**src/rtl/sis_pkg.sv**
```systemverilog
package sis_pkg;
  typedef enum logic [3:0] {
    ST_IDLE = 4'd0, ST_TP = 4'd1, ST_TR = 4'd2, ST_TC1 = 4'd3, ST_TCL = 4'd4,
    ST_TC2 = 4'd5, ST_T1 = 4'd6, ST_T2 = 4'd7, ST_T3 = 4'd8, ST_TI = 4'd9
  } bus_st_e;

  typedef enum logic [1:0] {
    CMD_NOP = 2'd0, CMD_PALL = 2'd1, CMD_ACTV = 2'd2, CMD_READ = 2'd3
  } dram_cmd_e;
endpackage

```
**src/rtl/sis_idle_rule.sv**
```systemverilog
module sis_idle_rule #(
  parameter int AREA_W = 3
) (
  input  logic              last_sdram,
  input  logic              last_write,
  input  logic [AREA_W-1:0] last_area,
  input  logic [AREA_W-1:0] next_area,
  input  logic              next_write,
  input  logic              dram_en,
  input  logic [1:0]        cond,
  output logic              need_idle
);
  logic gate;
  logic hit;
  always_comb begin
    // a DRAM read is gated by its own enable; other reads go straight to cond
    gate = !last_write && (last_sdram ? dram_en : 1'b1);
    hit  = (cond[0] && (last_area != next_area)) || (cond[1] && next_write);
    need_idle = gate && hit;
  end
endmodule

```
**src/rtl/sis_row_track.sv**
```systemverilog
module sis_row_track #(
  parameter int ROW_W = 13
) (
  input  logic             clk,
  input  logic             rst,
  input  logic             load,
  input  logic [ROW_W-1:0] load_row,
  input  logic [ROW_W-1:0] probe_row,
  output logic             row_hit
);
  logic [ROW_W-1:0] open_row;
  logic             open_vld;

  always_ff @(posedge clk) begin
    if (rst) begin
      open_vld <= 1'b0;
      open_row <= '0;
    end else if (load) begin
      open_vld <= 1'b1;
      open_row <= load_row;
    end
  end

  assign row_hit = open_vld && (open_row == probe_row);
endmodule

```
**src/rtl/sis_cmd_dec.sv**
```systemverilog
module sis_cmd_dec
  import sis_pkg::*;
(
  input  bus_st_e   st,
  input  logic      ti_last,
  output dram_cmd_e cmd,
  output logic      busy
);
  always_comb begin
    unique case (st)
      ST_TP:   cmd = CMD_PALL;
      ST_TR:   cmd = CMD_ACTV;
      ST_TC1:  cmd = CMD_READ;
      default: cmd = CMD_NOP;
    endcase
    unique case (st)
      ST_IDLE, ST_TC2, ST_T3: busy = 1'b0;
      ST_TI:                  busy = !ti_last;
      default:                busy = 1'b1;
    endcase
  end
endmodule

```
**src/rtl/sdram_idle_seq.sv**
```systemverilog
module sdram_idle_seq
  import sis_pkg::*;
#(
  parameter int AREA_W = 3,
  parameter int ROW_W  = 13,
  parameter int COL_W  = 10
) (
  input  logic                   clk,
  input  logic                   rst,
  input  logic                   req_valid,
  output logic                   req_ready,
  input  logic                   req_sdram,
  input  logic [AREA_W-1:0]      req_area,
  input  logic [ROW_W-1:0]       req_row,
  input  logic [COL_W-1:0]       req_col,
  input  logic                   req_write,
  input  logic                   cfg_sdram_idle_en,
  input  logic [1:0]             cfg_idle_cond,
  input  logic                   cfg_idle_len,
  output logic [3:0]             st_code,
  output logic [1:0]             cmd_code,
  output logic                   bus_busy,
  output logic [ROW_W+COL_W-1:0] bus_addr
);
  localparam int ADDR_W = ROW_W + COL_W;

  bus_st_e           st, st_nx;
  dram_cmd_e         cmd;
  logic              ti_more;
  logic              ti_last;
  logic              closing;
  logic              need_idle;
  logic              row_hit;
  logic              take;
  logic              cur_sdram, cur_write;
  logic [AREA_W-1:0] cur_area;
  logic [ROW_W-1:0]  cur_row;
  logic [COL_W-1:0]  cur_col;

  assign closing = (st == ST_TC2) || (st == ST_T3);
  assign ti_last = (st == ST_TI) && !ti_more;

  sis_idle_rule #(.AREA_W(AREA_W)) u_rule (
    .last_sdram(cur_sdram), .last_write(cur_write), .last_area(cur_area),
    .next_area(req_area), .next_write(req_write),
    .dram_en(cfg_sdram_idle_en), .cond(cfg_idle_cond), .need_idle(need_idle)
  );

  sis_row_track #(.ROW_W(ROW_W)) u_rows (
    .clk(clk), .rst(rst), .load(take && req_sdram), .load_row(req_row),
    .probe_row(req_row), .row_hit(row_hit)
  );

  sis_cmd_dec u_dec (.st(st), .ti_last(ti_last), .cmd(cmd), .busy(bus_busy));

  // hand-over points: bus idle, closing state with no idle owed, last idle state
  assign req_ready = (st == ST_IDLE) || (closing && !need_idle) || ti_last;
  assign take      = req_valid && req_ready;

  function automatic bus_st_e first_state(input logic sdram, input logic hit);
    if (!sdram)   return ST_T1;
    else if (hit) return ST_TC1;
    else          return ST_TP;
  endfunction

  always_comb begin
    st_nx = st;
    unique case (st)
      ST_IDLE: if (take) st_nx = first_state(req_sdram, row_hit);
      ST_TP:   st_nx = ST_TR;
      ST_TR:   st_nx = ST_TC1;
      ST_TC1:  st_nx = ST_TCL;
      ST_TCL:  st_nx = ST_TC2;
      ST_T1:   st_nx = ST_T2;
      ST_T2:   st_nx = ST_T3;
      ST_TC2, ST_T3: begin
        if (req_valid && need_idle) st_nx = ST_TI;
        else if (take)              st_nx = first_state(req_sdram, row_hit);
        else                        st_nx = ST_IDLE;
      end
      ST_TI: begin
        if (ti_more)   st_nx = ST_TI;
        else if (take) st_nx = first_state(req_sdram, row_hit);
        else           st_nx = ST_IDLE;
      end
      default: st_nx = ST_IDLE;
    endcase
  end

  always_ff @(posedge clk) begin
    if (rst) begin
      st        <= ST_IDLE;
      ti_more   <= 1'b0;
      cur_sdram <= 1'b0;
      cur_write <= 1'b0;
      cur_area  <= '0;
      cur_row   <= '0;
      cur_col   <= '0;
    end else begin
      st <= st_nx;
      if (closing && req_valid && need_idle) ti_more <= cfg_idle_len;
      else if (st == ST_TI)                  ti_more <= 1'b0;
      if (take) begin
        cur_sdram <= req_sdram;
        cur_write <= req_write;
        cur_area  <= req_area;
        cur_row   <= req_row;
        cur_col   <= req_col;
      end
    end
  end

  always_comb begin
    unique case (st)
      ST_TR:              bus_addr = ADDR_W'(cur_row);
      ST_TC1:             bus_addr = ADDR_W'(cur_col);
      ST_T1, ST_T2, ST_T3: bus_addr = {cur_row, cur_col};
      default:            bus_addr = '0;
    endcase
  end

  assign st_code  = st;
  assign cmd_code = cmd;

  // precharge is followed by activate, activate by column read, read by latency wait
  p_pall_actv_r2: assert property (@(posedge clk) disable iff (rst)
    cmd_code == CMD_PALL |=> cmd_code == CMD_ACTV);
  p_actv_read_r2: assert property (@(posedge clk) disable iff (rst)
    cmd_code == CMD_ACTV |=> cmd_code == CMD_READ);
  p_read_wait_r2: assert property (@(posedge clk) disable iff (rst)
    cmd_code == CMD_READ |=> (st_code == ST_TCL && cmd_code == CMD_NOP));
  // idle states drive no command
  p_ti_nop_r6: assert property (@(posedge clk) disable iff (rst)
    st_code == ST_TI |-> cmd_code == CMD_NOP);
  // no hand-over while busy; first of two idle states refuses requests
  p_ready_not_busy_r9: assert property (@(posedge clk) disable iff (rst)
    req_ready |-> !bus_busy);
  p_hold_in_ti_r9: assert property (@(posedge clk) disable iff (rst)
    (st_code == ST_TI && bus_busy) |-> (!req_ready && st_nx == ST_TI));
endmodule

```
**config.mk**
```make
export PLATFORM = sky130hd
export DESIGN_NAME = sdram_idle_seq
export DESIGN_NICKNAME = d
export VERILOG_FILES = /design/src/rtl/sis_pkg.sv /design/src/rtl/sis_idle_rule.sv /design/src/rtl/sis_row_track.sv /design/src/rtl/sis_cmd_dec.sv /design/src/rtl/sdram_idle_seq.sv
export SDC_FILE = /design/constraint.sdc
export NUM_CORES = 1
export LEC_CHECK = 0
export CAP_MARGIN = 20
export CORE_MARGIN = 2
export CORE_UTILIZATION = 52
export DETAILED_ROUTE_END_ITERATION = 10
export GPL_TIMING_DRIVEN = 0
export PLACE_DENSITY = 0.88
export RECOVER_POWER = 100
export SETUP_SLACK_MARGIN = 0.1
export SKIP_LAST_GASP = 1
export SLEW_MARGIN = 40
export SYNTH_ARGS = -nofsm -noshare
export SYNTH_HDL_FRONTEND = slang
export SYNTH_HIERARCHICAL = 1
export SYNTH_SLANG_ARGS = --single-unit
export TNS_END_PERCENT = 5
```
**constraint.sdc**
```tcl
create_clock -name clk -period 4 [get_ports clk]
set_input_delay 0.4 -clock clk [delete_from_list [all_inputs] [get_ports clk]]
set_output_delay 0.4 -clock clk [all_outputs]
set_load 0.01 [all_outputs]
```
Word level (Yosys, flattened, before mapping)
Cells that the tools add are included.
{"block": "classes", "addsub": 0, "multipliers": 0, "div": 0, "order_cmp": 0, "n_eq_ne": 12, "shifts": 0, "n_mux": 13, "bitwise": 0, "reduce_logical": 25}
{"cell": "23-bit case mux with 3 select lines", "count": 1}
{"cell": "4-bit case mux with 9 select lines", "count": 1}
{"cell": "4-bit by 3-bit == test with 1-bit output (second input constant)", "count": 4}
{"cell": "4-bit 2-to-1 mux", "count": 4}
{"cell": "13-bit == test", "count": 1}
{"cell": "1-bit logical AND", "count": 12}
{"cell": "4-bit by 2-bit == test with 1-bit output (second input constant)", "count": 2}
{"cell": "4-bit == test (second input constant)", "count": 2}
{"cell": "2-bit case mux with 3 select lines", "count": 1}
{"cell": "3-bit OR reduction", "count": 2}
{"cell": "4-bit by 1-bit == test with 1-bit output (second input constant)", "count": 1}
{"cell": "1-bit logical NOT", "count": 4}
{"cell": "4-bit logical NOT", "count": 1}
{"cell": "1-bit logical OR", "count": 4}
{"cell": "1-bit 2-to-1 mux", "count": 3}
{"cell": "3-bit 2-to-1 mux", "count": 1}
{"cell": "3-bit != test", "count": 1}
{"cell": "2-bit 2-to-1 mux", "count": 1}
{"cell": "2-bit != test (second input constant)", "count": 1}
{"cell": "1-bit case mux with 2 select lines", "count": 1}
{"cell": "2-bit nonzero test", "count": 1}
{"cell": "2-bit OR reduction", "count": 1}
{"block": "totals", "regBits": 47, "latch_bits": 0, "ram_bits": 0, "rom_bits": 0, "in_bits": 35, "output_inout_bits": 31, "wordCells": 59, "n_memories": 0}

Longest topological paths before layout
Gate-level depths: netlist (run 1).
{"block": "depth", "word_depth": 12, "ltp_mapped": 12, "depth_no_buf": 9}

Hierarchy
The synthesis (run 1) kept the hierarchy.
{"module": "sdram_idle_seq", "n_inst": 1, "cells_per_inst": 207, "area_per_inst_um2": 1627.8, "seq_area_each_um2": 660.6}
{"module": "sis_row_track", "n_inst": 1, "cells_per_inst": 63, "area_per_inst_um2": 639.4, "seq_area_each_um2": 280.3}
{"module": "sis_idle_rule", "n_inst": 1, "cells_per_inst": 7, "area_per_inst_um2": 65.1, "seq_area_each_um2": 0.0}
{"module": "sis_cmd_dec", "n_inst": 1, "cells_per_inst": 8, "area_per_inst_um2": 56.3, "seq_area_each_um2": 0.0}

Least setup slack after synthesis (run 1)
No wires, ideal clock.
{"block": "synth_timing", "kind": "input to register", "start": "in req_area[1]", "end": "reg u_rows.open_row[1]", "setup_time_ps": 117, "t_arrival_ps": 2252, "required_time_ps": 3883, "slack_ps": 1631, "cell_stages": 12, "path_buffers": 3, "path_cell_list": "xor2_1 > a2111oi_2 > a2111oi_2 > and4bb_1 > o31a_1 > buf_4 > nand2_1 > inv_1 > buf_4 > buf_6 > mux2i_1 > nor2_1"}
{"block": "synth_via", "elab_chain_len": 10}
{"item": "from (decl)", "line_no": "sdram_idle_seq.sv:13", "text": "input logic [AREA_W-1:0] req_area,"}
{"item": "3-bit != test", "line_no": "sis_idle_rule.sv:18", "text": "hit = (cond[0] && (last_area != next_area)) || (cond[1] && next_write);"}
{"item": "1-bit logical AND", "line_no": "sis_idle_rule.sv:18"}
{"item": "1-bit logical OR", "line_no": "sis_idle_rule.sv:18"}
{"item": "1-bit logical AND", "line_no": "sis_idle_rule.sv:19", "text": "need_idle = gate && hit;"}
{"item": "net need_idle", "line_no": "sdram_idle_seq.sv:32", "text": "logic need_idle;"}
{"item": "1-bit logical NOT", "line_no": "sdram_idle_seq.sv:57", "text": "assign req_ready = (st == ST_IDLE) || (closing && !need_idle) || ti_last;"}
{"item": "1-bit logical AND", "line_no": "sdram_idle_seq.sv:57"}
{"item": "1-bit logical OR (2 in series)", "line_no": "sdram_idle_seq.sv:57"}
{"item": "1-bit logical AND", "line_no": "sdram_idle_seq.sv:58", "text": "assign take = req_valid && req_ready;"}
{"item": "1-bit logical AND", "line_no": "sdram_idle_seq.sv:50", "text": ".clk(clk), .rst(rst), .load(take && req_sdram), .load_row(req_row),"}
{"item": "to (signal assigned)", "line_no": "sis_row_track.sv:20", "text": "open_row <= load_row;"}
{"item": "to (decl)", "line_no": "sis_row_track.sv:11", "text": "logic [ROW_W-1:0] open_row;"}
The timed path passes the listed nets, and every way through them passes these cells.
A chain may end at the register's enable or synchronous reset.

Worst setup path in the final report (run 1)
{"block": "layout_timing", "start": "in req_area[2]", "end": "reg u_rows.open_row[7]"}
The elaborated chain is that of the path after synthesis.

==> impl_metrics.toml, run 1 <==
[final_layout]
drive_gt1_frac = 0.0531
nets = 392
final_cells = 410
fin_area_sq_mm = 0.00318
diodes = 0
areaGrowthSynthToFinish_pct = 33.1

[synthesis]
yosysUniqueCellTypes = 39
synth_area_sq_mm = 0.00239
syn_area_per_cell_sq_um = 8.38
syn_nets = 320
synth_common_cells = "nand2_1 (59), dfxtp_1 (47), a21oi_1 (32)"
synth.most_common_cell = "nand2_1"
ys_warn_count = 6
synth_top_area_frac = 0.394
postSynth.asyncResetShare = 0
synth_seq_cells = 47
synth-edff-count = 0
synth_top_area_cell = "dfxtp_1"
ys_seq_area_frac = 0.394
synthCells = 285
synth_ff_type = "dfxtp_1"
synth_top_cells_by_area = "dfxtp_1 (39%), nand2_1 (9.3%), a21oi_1 (6.7%)"

[power_and_ir_drop]
power_mw = 1.29
vdd_drop_max_v = 0.000338
leakage_nw = 1.22
cellPowerDensity_mw_per_mm2 = 407

[die]
core_area_sq_mm = 0.00438
initial_core_util = 0.545
die_y_um = 71.8
boundaryPins = 66
dieArea_sq_mm = 0.00515
num_rows = 24
chipWidth_um = 71.8

[worst_hold_path]
worstHoldPathType = "register to register"
hold_end = "cur_col[7]$_SDFFE_PP0N_"
min_from = "cur_col[7]$_SDFFE_PP0N_"
holdPathStages = 2

[critical_path]
rrSetupSlack_ns = 1.03
r2r_cells = 12
critPathLaunchType = "primary input"
reg2reg_to = "u_rows/open_row[7]$_SDFFE_PP0P_"
worstSetupEndpointType = "register"
path_max_fanout = 10
crit_family = "buffers and inverters"
crit_buf_inv = 5
slowest_stage = "dlygate4sd3_1"
slowest_delay_ns = 0.57
cp.required_ns = 4.19
path_class = "primary input to register"
critical_path.cell_chain = "dlygate4sd3_1 > xor2_1 > a2111oi_0 > a2111oi_2 > and4bb_1 > o31a_1 > clkbuf_1 > nand2_1 > inv_1 > buf_4 > buf_6 > mux2i_1 > nor2_1"
arrival_ns = 3.53
reg2reg_from = "cur_area[2]$_SDFFE_PP0N_"

[global_routing]
grt_pass1_vias = 2152
grt_max_degree = 15
grt-ovfl-total = 0
grt_pass1_wl_um = 9800
grt_antenna_before_repair = 0
grt_usage = 0.243

[place]
hpwlAfterDp_um = 4550
placed_cell_area_sq_mm = 0.00310
port-buffer-count = 65
routabilityCongestion = 0.853
dp.cells = 402

[sta]
hold_slack_ns = 0.462
tns_ns = 0
relSlewSlack = 0.416
max_freq_mhz = 300
report.final.slew_viol_count = 0
min_period_over_period = 0.835
setup_viol_count_final = 0
tightest_slew_ns = 0.875
min_period_ns = 3.34
rsz0062_at_grt = "no"
fin_worst_skew_ns = 0.00362
finalHoldViolCount = 0

[routing]
wl_um = 6020
vias_per_cell = 5.60
ant_nets = 0
dr.pass1.iters = 4
wire_per_inst_um = 14.7
dr_total_vias = 2298
drc = 0
drt_iter0_markers = 117

[clock_network]
cts_tree = "done"
clk_latency_ns = 0.30
cts_hold_buf = 0
post-cts-setup-buffers = 0
cts_max_path_buffers = 2
cts_resized = 0
cts_root_buf = "clkbuf_8"
ctsHtreeMaxLevel = 2
clkTransAtPathRegs_ns = 0.09
cts_buffers = 5
numClockSinks = 47

[run]
max-cap-violations = 0

[status]
status = "finished clean"
## layout make-up
cell class | instances | area, sq um
clock inverters | 2 | 35.0
flip-flops and latches | 47 | 941
well taps | 52 | 65.1
fillers | 389 | 1200
plain buffers | 19 | 88.8
multi-input cells | 214 | 1300
inverters | 5 | 18.8
repair buffers | 65 | 651
clock buffers | 6 | 82.6
## kinds of logic (layout without fill, tap and decap cells)
logic type                Yosys count  count (layout)  share of synthesized area
and+or+nand+nor                   118             118                      0.234
AOI/OAI and AO/OA                  64              64                      0.191
DFF                                47              47                      0.394
buffers and inverters              24              97                     0.0555
xor gates and xnor gates           16              16                     0.0587
muxes                              16              16                     0.0670
## through the flow
stage	utilization	setup WS, ns
2_1_floorplan	-	1.63
3_3_place_gp	0.708	0.871
3_5_place_dp	0.708	0.855
4_1_cts	0.735	0.927
5_1_grt	0.725	0.471
6_report	0.725	0.662
## report_power, final
group / internal [mW] / total, mW / switching, mW
combinational: 0.173 / 0.375 / 0.202
sequential: 0.518 / 0.557 / 0.0386
clock: 0.202 / 0.361 / 0.158
total: 0.894 / 1.29 / 0.399
## worst max-delay path by stage
stage                                       start                               to  slack [ns]  cells after the start
final                                 req_area[2]  u_rows/open_row[7]$_SDFFE_PP0P_        0.66                     13
after global routing                  req_area[2]  u_rows/open_row[4]$_SDFFE_PP0P_        0.47                     13
after CTS                 st_code[1]$_SDFFE_PP0P_                     bus_addr[15]        0.93                      7
after detailed placement              req_area[1]  u_rows/open_row[3]$_SDFFE_PP0P_        0.86                     13
after global placement                req_area[2]  u_rows/open_row[8]$_SDFFE_PP0P_        0.87                     13
after floorplan                       req_area[1]  u_rows/open_row[1]$_SDFFE_PP0P_        1.63                     12
## per-layer routing
layer,vias up,wire length [um],share of wire,track usage
met5,-,0,0,0
met4,0,87,0.014,0.0797
met3,8,353,0.059,0.0605
met2,75,3010,0.50,0.430
met1,1093,2560,0.43,0.286
li1,1122,-,-,-
## cells in the final DEF, fill, tap and decap left out, types with 2 or more instances in the layout
cell / count
nand2b_1: 2
nor2_1: 22
and2_1: 2
or2b_1: 2
and3b_1: 2
nor3_1: 6
and4bb_1: 2
nand2_1: 59
and2_0: 9
o211ai_1: 2
clkbuf_1: 12
mux2i_1: 16
a22o_1: 15
inv_1: 5
xor2_1: 3
dlygate4sd3_1: 20
a21oi_1: 32
dfxtp_1: 47
clkdlybuf4s50_1: 45
clkbuf_8: 6
o21bai_1: 2
xnor2_1: 13
buf_2: 5
o21ai_0: 2
nand4_1: 4
nor2b_1: 2
nor3b_1: 3
## worst min-delay path, stage by stage (launching register included)
cell and delay, ns:
dfxtp_1 0.32, nand2_1 0.05, a21oi_1 0.05
## state kept, by name (all words and copies together) (netlist names)
register / flops
cur_area: 3
cur_col: 10
cur_row: 13
ti_more: 1
cur_write: 1
st_code: 4
cur_sdram: 1
u_rows/open_vld: 1
u_rows/open_row: 13
(Power assumes the default switching activity.)
==> inputs of run 2 (changes only) <==
- CORE_UTILIZATION: 52 -> 48
- PLACE_DENSITY: 0.88 -> 0.82
- clock period: 4 -> 3.5 ns (I/O delays scaled with it)
==> run 2 against run 1 <==
Against the previous run: clock skew increased by 0.0010 ns; via count decreased by 3.2%; clock power up 5%; sequential power grew 14%; final area increased by 0.51%; die area rose by 7.9%; count of clock-buffer cells in the layout is the same; utilization decreased by 5.3 points.
==> impl_metrics.toml, run 2 (same netlist as run 1, synthesis figures left out) <==
[die]
dieArea_sq_mm = 0.00556
die_y_um = 74.5
boundaryPins = 66
core_area_sq_mm = 0.00475
initial_core_util = 0.502
chipWidth_um = 74.5
num_rows = 25

[global_routing]
grt_max_degree = 14
grt_pass1_vias = 2080
grt-ovfl-total = 0
grt_usage = 0.226
grt_pass1_wl_um = 9580
grt_antenna_before_repair = 0

[power_and_ir_drop]
internal_power_mw = 1.01
vdd_drop_max_v = 0.000243
pwr-share-clk = 0.262
p_sw_mw = 0.445
combPwrFrac = 0.300
power_mw = 1.45
switching_share = 0.307
leakage_nw = 1.22
seq_power_share = 0.438
cellPowerDensity_mw_per_mm2 = 454

[worst_hold_path]
holdPathStages = 2
worstHoldPathType = "register to register"

[final_layout]
drive_gt1_frac = 0.0560
reg_top3 = "cur_row x13, u_rows/open_row x13, cur_col x10"
nets = 392
diodes = 0
layout_commonest_cell = "nand2_1"
areaGrowthSynthToFinish_pct = 33.8
mostFrequentLayoutCells = "nand2_1 (59), dfxtp_1 (47), clkdlybuf4s50_1 (45), a21oi_1 (32), nor2_1 (22)"
final_cells = 424

[critical_path]
worstSetupEndpointType = "output pin"
cp-endpoint = "bus_addr[8]"
cp.required_ns = 3.15
r2r_cells = 9
path_class = "register to output pin"
reg2reg_to = "cur_col[8]$_SDFFE_PP0N_"
critPathLaunchType = "register"
arrival_ns = 2.90
crit_start = "st_code[2]$_SDFFE_PP0P_"
reg2reg_from = "cur_area[0]$_SDFFE_PP0N_"
rrSetupSlack_ns = 0.64
path_max_fanout = 12

[clock_network]
cts_hold_buf = 0
cts_tree = "done"
cts_root_buf = "clkbuf_8"
cts_max_path_buffers = 2
cts_resized = 0
post-cts-setup-buffers = 0
clkTransAtPathRegs_ns = 0.08
clk_latency_ns = 0.30
ctsHtreeMaxLevel = 2
cts_buffers = 5
numClockSinks = 47

[routing]
ant_nets = 0
wl_um = 5860
drt_iter0_markers = 118
wire_per_inst_um = 13.8
drc = 0
dr.pass1.iters = 4
dr_total_vias = 2224
vias_per_cell = 5.25

[sta]
fin_worst_skew_ns = 0.00462
setup_viol_count_final = 0
tns_ns = 0
relSlewSlack = 0.368
min_period_over_period = 0.929
max_freq_mhz = 307
report.final.slew_viol_count = 0
rsz0062_at_grt = "no"
finalHoldViolCount = 0
tightest_slew_ns = 0.948
min_period_ns = 3.25

[run]
max-cap-violations = 0

[place]
routabilityCongestion = 0.815
port-buffer-count = 65
dp.cells = 417
hpwlAfterDp_um = 4410

[status]
status = "finished clean"
==> run 2: cell types whose count changed in the layout (fill, tap and decap cells not counted) <==
cell and delta:
clkbuf_1 -2, buf_6 +1, buf_2 +1, buf_4 +1, clkinv_2 -1, clkbuf_8 -1
==> run 2: critical path: stages, from the launching register on <==
cell and delay [ns]:
dfxtp_1 0.55, clkbuf_1 0.35, nor2_1 0.09, o22ai_1 0.75, a22o_1 0.26, dlygate4sd3_1 0.61
==> run 2: routing by layer <==
metal	global-route usage	wire length [um]	share of wire	up-vias
met3	0.0556	418	0.071	13
met5	0	0	0	-
met1	0.293	2590	0.44	1008
met2	0.363	2740	0.47	82
li1	-	-	-	1121
met4	0.0873	113	0.019	0
==> run 2: cell type report <==
type	count	area [sq um]
Clock inverter	1	30.0
Tap cell	67	83.8
Inverter	5	18.8
Multi-Input combinational cell	214	1300
Fill cell	431	1560
Clock buffer	6	72.6
Sequential cell	47	941
Timing Repair Buffer	65	651
Buffer	19	101
==> run 2: worst min path at each step <==
stage | slack [ns] | start | end
after global routing | 0.48 | cur_col[9]$_SDFFE_PP0N_ | cur_col[9]$_SDFFE_PP0N_
final | 0.46 | cur_col[7]$_SDFFE_PP0N_ | cur_col[7]$_SDFFE_PP0N_
after global placement | 0.44 | cur_col[9]$_SDFFE_PP0N_ | cur_col[9]$_SDFFE_PP0N_
after CTS | 0.46 | cur_col[7]$_SDFFE_PP0N_ | cur_col[7]$_SDFFE_PP0N_
after detailed placement | 0.45 | cur_col[9]$_SDFFE_PP0N_ | cur_col[9]$_SDFFE_PP0N_
after floorplan | 0.42 | rst | u_rows/open_row[10]$_SDFFE_PP0P_
==> run 2: through the flow <==
stage	hold slack, ns	cell area [sq um]	setup slack, ns	utilization
after global placement	0.442	3120	0.402	0.657
after floorplan	0.422	2390	1.18	-
after global routing	0.485	3200	0.131	0.672
after CTS	0.461	3230	0.474	0.678
after detailed placement	0.450	3120	0.372	0.657
final	0.459	3200	0.248	0.672
==> run 2: power by group through the flow <==
stage	Clock [mW]	Combinational, mW	Sequential, mW
finish	0.380	0.435	0.635
global route	0.410	0.481	0.643
CTS	0.391	0.458	0.635
detailed placement	0	0.456	0.648
global placement	0	0.448	0.645
floorplan	0	0.289	0.639
